### config.mk
export PLATFORM = sky130hd
export DESIGN_NAME = vtg_core
export DESIGN_NICKNAME = d
export VERILOG_FILES = /design/src/rtl/vtg_pkg.sv /design/src/rtl/vtg_regs.sv /design/src/rtl/vtg_axis_counter.sv /design/src/rtl/vtg_axis_decode.sv /design/src/rtl/vtg_core.sv
export SDC_FILE = /design/constraint.sdc
export NUM_CORES = 1
export LEC_CHECK = 0
export BUFFER_PORTS_ARGS = -buffer_cell sky130_fd_sc_hd__buf_2
export CORE_ASPECT_RATIO = 0.6
export CORE_MARGIN = 3
export CORE_UTILIZATION = 48
export DETAILED_ROUTE_END_ITERATION = 16
export PLACE_DENSITY_LB_ADDON = 0.3
export RECOVER_POWER = 25
export SYNTH_ARGS = -nofsm -noshare
export SYNTH_HDL_FRONTEND = slang
export SYNTH_SLANG_ARGS = --single-unit
### constraint.sdc
create_clock -name clk -period 3.3 [get_ports clk]
set_clock_uncertainty 0.15 [all_clocks]
set_input_delay 0.495 -clock clk [delete_from_list [all_inputs] [get_ports clk]]
set_output_delay 0.495 -clock clk [all_outputs]
set_load 0.03 [all_outputs]
### src/rtl/vtg_pkg.sv
package vtg_pkg;

    parameter int CW = 12;

    typedef logic [CW-1:0] cnt_t;

    typedef struct packed {
        cnt_t active;
        cnt_t sync_start;
        cnt_t sync_end;
        cnt_t last;
        logic pol;
    } axis_t;

    typedef struct packed {
        axis_t h;
        axis_t v;
    } timing_t;

    typedef enum logic [3:0] {
        A_H_ACT  = 4'd0,
        A_H_SS   = 4'd1,
        A_H_SE   = 4'd2,
        A_H_LAST = 4'd3,
        A_V_ACT  = 4'd4,
        A_V_SS   = 4'd5,
        A_V_SE   = 4'd6,
        A_V_LAST = 4'd7,
        A_POL    = 4'd8
    } addr_e;

    // Merge one register write into a timing set
    function automatic timing_t apply_write(timing_t t, logic [3:0] a, cnt_t d);
        timing_t r;
        r = t;
        case (a)
            A_H_ACT:  r.h.active     = d;
            A_H_SS:   r.h.sync_start = d;
            A_H_SE:   r.h.sync_end   = d;
            A_H_LAST: r.h.last       = d;
            A_V_ACT:  r.v.active     = d;
            A_V_SS:   r.v.sync_start = d;
            A_V_SE:   r.v.sync_end   = d;
            A_V_LAST: r.v.last       = d;
            A_POL: begin
                r.h.pol = d[0];
                r.v.pol = d[1];
            end
            default: r = t;
        endcase
        return r;
    endfunction

endpackage

### src/rtl/vtg_regs.sv
module vtg_regs
    import vtg_pkg::*;
#(
    parameter timing_t RST_VAL = '0
) (
    input  logic       clk,
    input  logic       rst,
    input  logic       wr_en,
    input  logic [3:0] wr_addr,
    input  cnt_t       wr_data,
    input  logic       load,
    output timing_t    work
);

    timing_t shadow;

    always_ff @(posedge clk) begin
        if (rst) begin
            shadow <= RST_VAL;
            work   <= RST_VAL;
        end else begin
            if (wr_en) begin
                shadow <= apply_write(shadow, wr_addr, wr_data);
            end
            if (load) begin
                work <= shadow;
            end
        end
    end

endmodule

### src/rtl/vtg_axis_counter.sv
module vtg_axis_counter
    import vtg_pkg::*;
(
    input  logic clk,
    input  logic rst,
    input  logic step,
    input  cnt_t last,
    output cnt_t cnt,
    output logic wrap
);

    assign wrap = step && (cnt >= last);

    always_ff @(posedge clk) begin
        if (rst) begin
            cnt <= '0;
        end else if (step) begin
            cnt <= wrap ? '0 : cnt + cnt_t'(1);
        end
    end

endmodule

### src/rtl/vtg_axis_decode.sv
module vtg_axis_decode
    import vtg_pkg::*;
(
    input  cnt_t  cnt,
    input  axis_t cfg,
    output logic  blank,
    output logic  sync
);

    logic in_pulse;

    always_comb begin
        blank    = (cnt >= cfg.active);
        in_pulse = (cnt >= cfg.sync_start) && (cnt < cfg.sync_end);
        sync     = cfg.pol ? in_pulse : ~in_pulse;
    end

endmodule

### src/rtl/vtg_core.sv
module vtg_core
    import vtg_pkg::*;
#(
    parameter int H_ACTIVE     = 640,
    parameter int H_SYNC_START = 656,
    parameter int H_SYNC_END   = 752,
    parameter int H_LAST       = 799,
    parameter bit H_POL        = 1'b0,
    parameter int V_ACTIVE     = 480,
    parameter int V_SYNC_START = 490,
    parameter int V_SYNC_END   = 492,
    parameter int V_LAST       = 524,
    parameter bit V_POL        = 1'b0
) (
    input  logic          clk,
    input  logic          rst,
    input  logic          gen_ce,
    input  logic          upd_en,
    input  logic          cfg_we,
    input  logic [3:0]    cfg_addr,
    input  logic [CW-1:0] cfg_wdata,
    output logic          hsync,
    output logic          vsync,
    output logic          hblank,
    output logic          vblank,
    output logic          active_video
);

    localparam timing_t DEFAULTS = '{
        h: '{active: cnt_t'(H_ACTIVE), sync_start: cnt_t'(H_SYNC_START),
             sync_end: cnt_t'(H_SYNC_END), last: cnt_t'(H_LAST), pol: H_POL},
        v: '{active: cnt_t'(V_ACTIVE), sync_start: cnt_t'(V_SYNC_START),
             sync_end: cnt_t'(V_SYNC_END), last: cnt_t'(V_LAST), pol: V_POL}
    };

    timing_t work;
    cnt_t    h_cnt;
    cnt_t    v_cnt;
    logic    h_wrap;
    logic    v_wrap;

    vtg_regs #(.RST_VAL(DEFAULTS)) u_regs (
        .clk     (clk),
        .rst     (rst),
        .wr_en   (cfg_we),
        .wr_addr (cfg_addr),
        .wr_data (cfg_wdata),
        .load    (v_wrap && upd_en),
        .work    (work)
    );

    vtg_axis_counter u_hcnt (
        .clk  (clk),
        .rst  (rst),
        .step (gen_ce),
        .last (work.h.last),
        .cnt  (h_cnt),
        .wrap (h_wrap)
    );

    vtg_axis_counter u_vcnt (
        .clk  (clk),
        .rst  (rst),
        .step (h_wrap),
        .last (work.v.last),
        .cnt  (v_cnt),
        .wrap (v_wrap)
    );

    vtg_axis_decode u_hdec (
        .cnt   (h_cnt),
        .cfg   (work.h),
        .blank (hblank),
        .sync  (hsync)
    );

    vtg_axis_decode u_vdec (
        .cnt   (v_cnt),
        .cfg   (work.v),
        .blank (vblank),
        .sync  (vsync)
    );

    assign active_video = ~hblank & ~vblank;

endmodule

==> results of run 1 <==
state kept, by name, indices dropped and copies added (netlist names):
register and count:
u_hcnt.cnt 12, u_regs.work 98, u_vcnt.cnt 12, u_regs.shadow 98
metal layers:
layer  track usage  vias up  part of all wire
met5             0        -                 0
met4        0.0418        0             0.016
met3        0.0466       39             0.070
met2         0.298      192              0.39
met1         0.342     3883              0.52
li1              -     4199                 -
critical path, delay by kind of cell (launching register included):
family / cells / cell delay (ps)
compound gates: 5 / 960
fa+ha+maj: 1 / 270
simple gates: 2 / 270
buf+inv: 2 / 220
flops: 1 / 330
kinds of logic (layout without fill, tap and decap cells):
kind of cell,count (synthesis),count (layout),share of synthesized area
adders and majority gates,96,96,0.116
muxes,25,25,0.0242
buffers and inverters,176,175,0.0707
AOI/OAI and AO/OA,190,190,0.109
xor gates and xnor gates,24,24,0.0203
DFF,220,220,0.426
and+or+nand+nor,544,544,0.234
cell type report:
class,count,area share
inverter,98,0.0325
sequential,220,0.392
tap,273,0.0302
timing repair buffer,44,0.0292
clock inverter,4,0.00177
multi-input combinational,879,0.463
clock buffer,29,0.0518
power by group:
part / switching [W] / internal, W / total, W
clock: 0.000997 / 0.00123 / 0.00223
combinational: 0.000136 / 0.0000573 / 0.000194
sequential: 0.0000134 / 0.00267 / 0.00269
total: 0.00115 / 0.00396 / 0.00511
timing repair:
action | in CTS | in global routing
endpoints found under the hold margin | 0 | 0
resized for setup | 14 | 17
pin swaps | 2 | 9
setup endpoints to repair | 5 | 5
buffers inserted | 0 | 2
worst min path at each step:
stage,startpoint,endpoint,slack (ps)
floorplan,u_regs.shadow[13],u_regs.work[13],280
global placement,u_regs.shadow[82],u_regs.work[82],290
detailed placement,u_regs.shadow[1],u_regs.work[1],290
CTS,cfg_wdata[2],u_regs.shadow[88],200
global route,cfg_wdata[5],u_regs.shadow[91],230
finish,cfg_wdata[2],u_regs.shadow[88],220
placed cells by master, fill, tap and decap left out, drive strengths merged, types with 17 or more instances in the layout:
master,n
xor2,18
inv,98
nor3,76
mux2i,25
nand4,18
dfxtp,220
clkbuf,35
nand3b,24
a211o,17
nand2,265
nor2,107
a21o,20
nor2b,17
buf,38
ha,96
a21oi,123
metrics by stage:
stage	utilization	power (W)	std cells	setup WS, ps	hold slack [ps]
3_3_place_gp	0.518	0.00294	1512	389	288
2_1_floorplan	-	0.00288	1275	317	281
4_1_cts	0.549	0.00515	1545	11.5	202
3_5_place_dp	0.518	0.00294	1512	343	294
5_1_grt	0.550	0.00527	1547	-3.81	228
6_report	0.550	0.00511	1547	109	221
==> run metrics, run 1 <==
Pins Over Slew Limit 0; Starting Density 0.503; antenna fix cells 0; synth cell count leaders nand2_1, dfxtp_1, a21oi_1; Synth Net Count 1,392; total die area 0.0234 mm²; Leak Pwr 4.71 nW; worst path arrival time 2550 ps; CTS buffer count 21; Synth async-reset ratio 0; final WL 25.7 mm; worst-case clock buffer depth 3; dominant cell type by area after synthesis dfxtp_1; Post-synth EDFFs 0; cell repeated most along the worst path a21o_1; Setup Crit Path Kind register to output pin; DRC 0; max_slew headroom 0.299; # setup viols final 0; final instance area 0.0113 mm²; crit path capture active_video; # port buffers 25; worst-margin pin slew 1050 ps; num ports 26; Crit. End Element output pin; 1st-iter DRT viols 649; worst hold stages 3; achievable frequency 313 MHz; Gate Count Post-Synth 1,275; FF-to-FF path depth 9; post-synthesis average cell area 8.11 µm²; hold_buf cts 0; Overflow after GRT 0; placed cell area 0.0107 mm²; FP Rows 40; Synthesis Warnings 0; fraction of layout cells with a size suffix above 1 0.0730; antenna-violating nets left 0; Crit Path Max Fanout 4; crit share post-route 0.967; FF/Latch Area 0.00443 mm²; drt pass-1 iters 5; Clk Latency, worst-skew pair 500 ps; crit path time final 3190 ps; largest net degree at the start of global routing 92; Core Area 0.0206 mm²; Die Wd 195 µm; Worst Path Required 2650 ps; clk slew on worst S/H paths 60 ps; Crit Reg-Reg Endpoint u_regs.work[31]; reg2reg setup slack 460 ps; final hold viol count 0; setup TNS 0 ps; CTS tree built; top-count cell post-synth nand2_1; Root Driver clkbuf_16; status completed; CP Launch Type register; Netlist cell types 41; fill count 1,928; Worst path slowest cell a221o_1; FF-to-FF Start u_hcnt.cnt[10]; top cells by area, synth dfxtp_1, ha_1, nand2_1; fin nets 1,381; first-pass GRT wire length 40.8 mm; die height 120 µm; Clock Sinks 220; hpwl dp 17.8 mm; sequential fraction of the synthesis area 0.426; crit path launch u_hcnt.cnt[0]; post-synthesis instance area 0.0103 mm²; flops & latches, synth 220; post-synth top area share 0.426; via count 8,313; vias in the first global route 7,635; PwrDens 452 mW/mm²; max-cap check violation count 0; crit-path max cell delay 380 ps; type of the worst min-delay path input port to register; initial antenna violation count 0; worst-path cell chain inv_2, ha_1, nand2b_1, a21o_1, a21o_1, a21oi_2, o21ai_1, a221o_1, nor2_1, buf_4; Placer Congestion 0.865; WL per Instance 16.6 µm; Area Overhead vs Synth 9.41%; Worst VDD drop 0.337 mV; ys flop type dfxtp_1; via/cell ratio 5.37; multi-input logic area 0.00524 mm²; aggregate global-route resource usage 0.216; CTS H-tree depth 1
No activity file was read; power rests on OpenSTA's default activity.
==> run 2: changes to the inputs <==
--- a/config.mk
+++ b/config.mk
@@ -17 +17,2 @@
 export SYNTH_SLANG_ARGS = --single-unit
+export TNS_END_PERCENT = 50
--- a/constraint.sdc
+++ b/constraint.sdc
@@ -4,2 +4,2 @@
 set_output_delay 0.495 -clock clk [all_outputs]
-set_load 0.03 [all_outputs]
+set_load 0.01 [all_outputs]
==> run 2 against run 1 <==
Net effect:
- the flow now finishes with violations (capacitance limit, slew limit)
- critical path depth decreased by 2
- sequential power hardly changed
- non-clock buffer count is 2 higher
- utilization is 0.80 points higher
- clock power rose by 16%
- largest cell class unchanged
- largest power group unchanged
- highest routed layer unchanged
==> run metrics, run 2 (synthesized netlist as in run 1, its figures left out) <==
status finished, violations left (was completed); failing checks capacitance limit, slew limit; sequential power share 0.492 (was 0.526); WL per Instance 17.2 µm (was 16.6 µm); initial antenna violation count 0 (unchanged); commonest non-fill, non-tap cell in the layout nand2_1 (unchanged); # port buffers 25 (unchanged); 1st-iter DRT viols 771 (was 649); hold_buf cts 0 (unchanged); crit path time final 3170 ps (was 3190 ps); final hold viol count 0 (unchanged); fin nets 1,383 (was 1,381); Crit. End Element output pin (unchanged); largest net degree at the start of global routing 98 (was 92); clk slew on worst S/H paths 70 ps (was 60 ps); Placer Congestion 0.879 (was 0.865); final WL 26.6 mm (was 25.7 mm); Starting Density 0.503 (unchanged); Overflow after GRT 0 (unchanged); via count 8,391 (was 8,313); RSZ-0062 raised after global routing false; reg2reg setup slack 530 ps (was 460 ps); DRC 0 (unchanged); Root Driver clkbuf_16 (unchanged); worst path arrival time 2530 ps (was 2550 ps); worst-case clock buffer depth 3 (unchanged); antenna-violating nets left 0 (unchanged); vias in the first global route 7,666 (was 7,635); max_slew headroom -0.172 (was 0.299); Clk Latency, worst-skew pair 500 ps (about the same); Worst VDD drop 0.301 mV (was 0.337 mV); max-cap check violation count 1 (was 0); CP Launch Type register (unchanged); Crit Path Max Fanout 6 (was 4); crit share post-route 0.962 (was 0.967); Worst Path Required 2650 ps (about the same); WHS 231 ps (was 221 ps); Pint 0.00428 W (was 0.00396 W); Clk network pwr share 0.473 (was 0.436); num ports 26 (unchanged); # setup viols final 0 (unchanged); FP Rows 40 (unchanged); die height 120 µm (unchanged); hpwl dp 18.0 mm (was 17.8 mm); Area Overhead vs Synth 11.0% (was 9.41%); achievable frequency 315 MHz (was 313 MHz); total die area 0.0234 mm² (unchanged); CTS buffer count 21 (unchanged); aggregate global-route resource usage 0.224 (was 0.216); fraction of layout cells with a size suffix above 1 0.0837 (was 0.0730); Sw Share 0.217 (was 0.224); setup TNS 0 ps (unchanged); PwrDens 476 mW/mm² (was 452 mW/mm²); type of the worst min-delay path input port to register (unchanged); via/cell ratio 5.41 (was 5.37); drt pass-1 iters 5 (unchanged); final core utilization 0.558 (was 0.550); Die Wd 195 µm (unchanged); Setup Crit Path Kind register to output pin (unchanged); Clock Sinks 220 (unchanged); most frequent cells in the layout nand2_1, dfxtp_1, a21oi_1 (unchanged); Leak Pwr 4.78 nW (was 4.71 nW); top flop regs u_regs.shadow x98, u_regs.work x98 (unchanged); NetSw 0.00119 W (was 0.00115 W); first-pass GRT wire length 42.2 mm (was 40.8 mm); antenna fix cells 0 (unchanged); worst-margin pin slew 1760 ps (was 1050 ps); Pins Over Slew Limit 87 (was 0); fill count 1,931 (was 1,928); Comb pwr share 0.034 (was 0.038); CTS tree built (unchanged); CTS H-tree depth 1 (unchanged); Core Area 0.0206 mm² (unchanged)
==> run 2: cell type report <==
class,count,area [µm²],share of cell area
clock buffer,28,582,0.0507
clock inverter,7,143,0.0124
inverter,98,368,0.0321
multi-input combinational,879,5290,0.460
sequential,220,4430,0.386
tap,273,342,0.0298
timing repair buffer,46,325,0.0283
==> run 2: per-layer routing <==
metal / vias to the layer above / GRT usage / part of all wire
met5: - / 0 / 0
met4: 0 / 0.0383 / 0.015
met3: 35 / 0.0356 / 0.062
met2: 205 / 0.318 / 0.40
met1: 3955 / 0.356 / 0.53
li1: 4196 / - / -
==> run 2: what timing repair did <==
item | in CTS | in global routing
pin swaps | 1 | 9
resized for setup | 10 | 24
buffers inserted | 0 | 2
gates cloned | 0 | 0
endpoints found under the setup margin | 5 | 5
==> run 2: final timing paths <==
check,from,cells after the start,end
worst min register to register,u_regs.shadow[77],2,u_regs.work[77]
worst max register to register,u_hcnt.cnt[7],10,u_regs.work[74]
worst min-delay path,cfg_wdata[1],3,u_regs.shadow[2]
worst max-delay path,u_vcnt.cnt[6],8,active_video
==> run 2: worst max-delay path, cell delays in order, from the launching register on <==
cell     delay (ps)
dfxtp_1         590
ha_1            340
a21o_1          160
a21o_1          170
a21oi_1         120
o21ai_1          90
a221o_1         340
nor2_1          100
buf_2           130
==> run 2: stage by stage <==
step                      std cells  cell area, µm²  total power [W]  worst slack, ps
after global routing           1551           11500          0.00563             2.19
after CTS                      1549           11400          0.00551             4.31
final                          1551           11500          0.00546              126
after global placement         1514           10700          0.00294              436
after floorplan                1275           10300          0.00288              676
after detailed placement       1514           10700          0.00294              404
==> run 2: power groups by stage <==
| stage | Sequential (W) | Clock (W) | Combinational [W] |
|---|---|---|---|
| 2_1_floorplan | 0.00275 | 0 | 0.000128 |
| 3_3_place_gp | 0.00275 | 0 | 0.000185 |
| 3_5_place_dp | 0.00275 | 0 | 0.000187 |
| 4_1_cts | 0.00269 | 0.00263 | 0.000188 |
| 5_1_grt | 0.00269 | 0.00273 | 0.000207 |
| 6_report | 0.00269 | 0.00259 | 0.000188 |
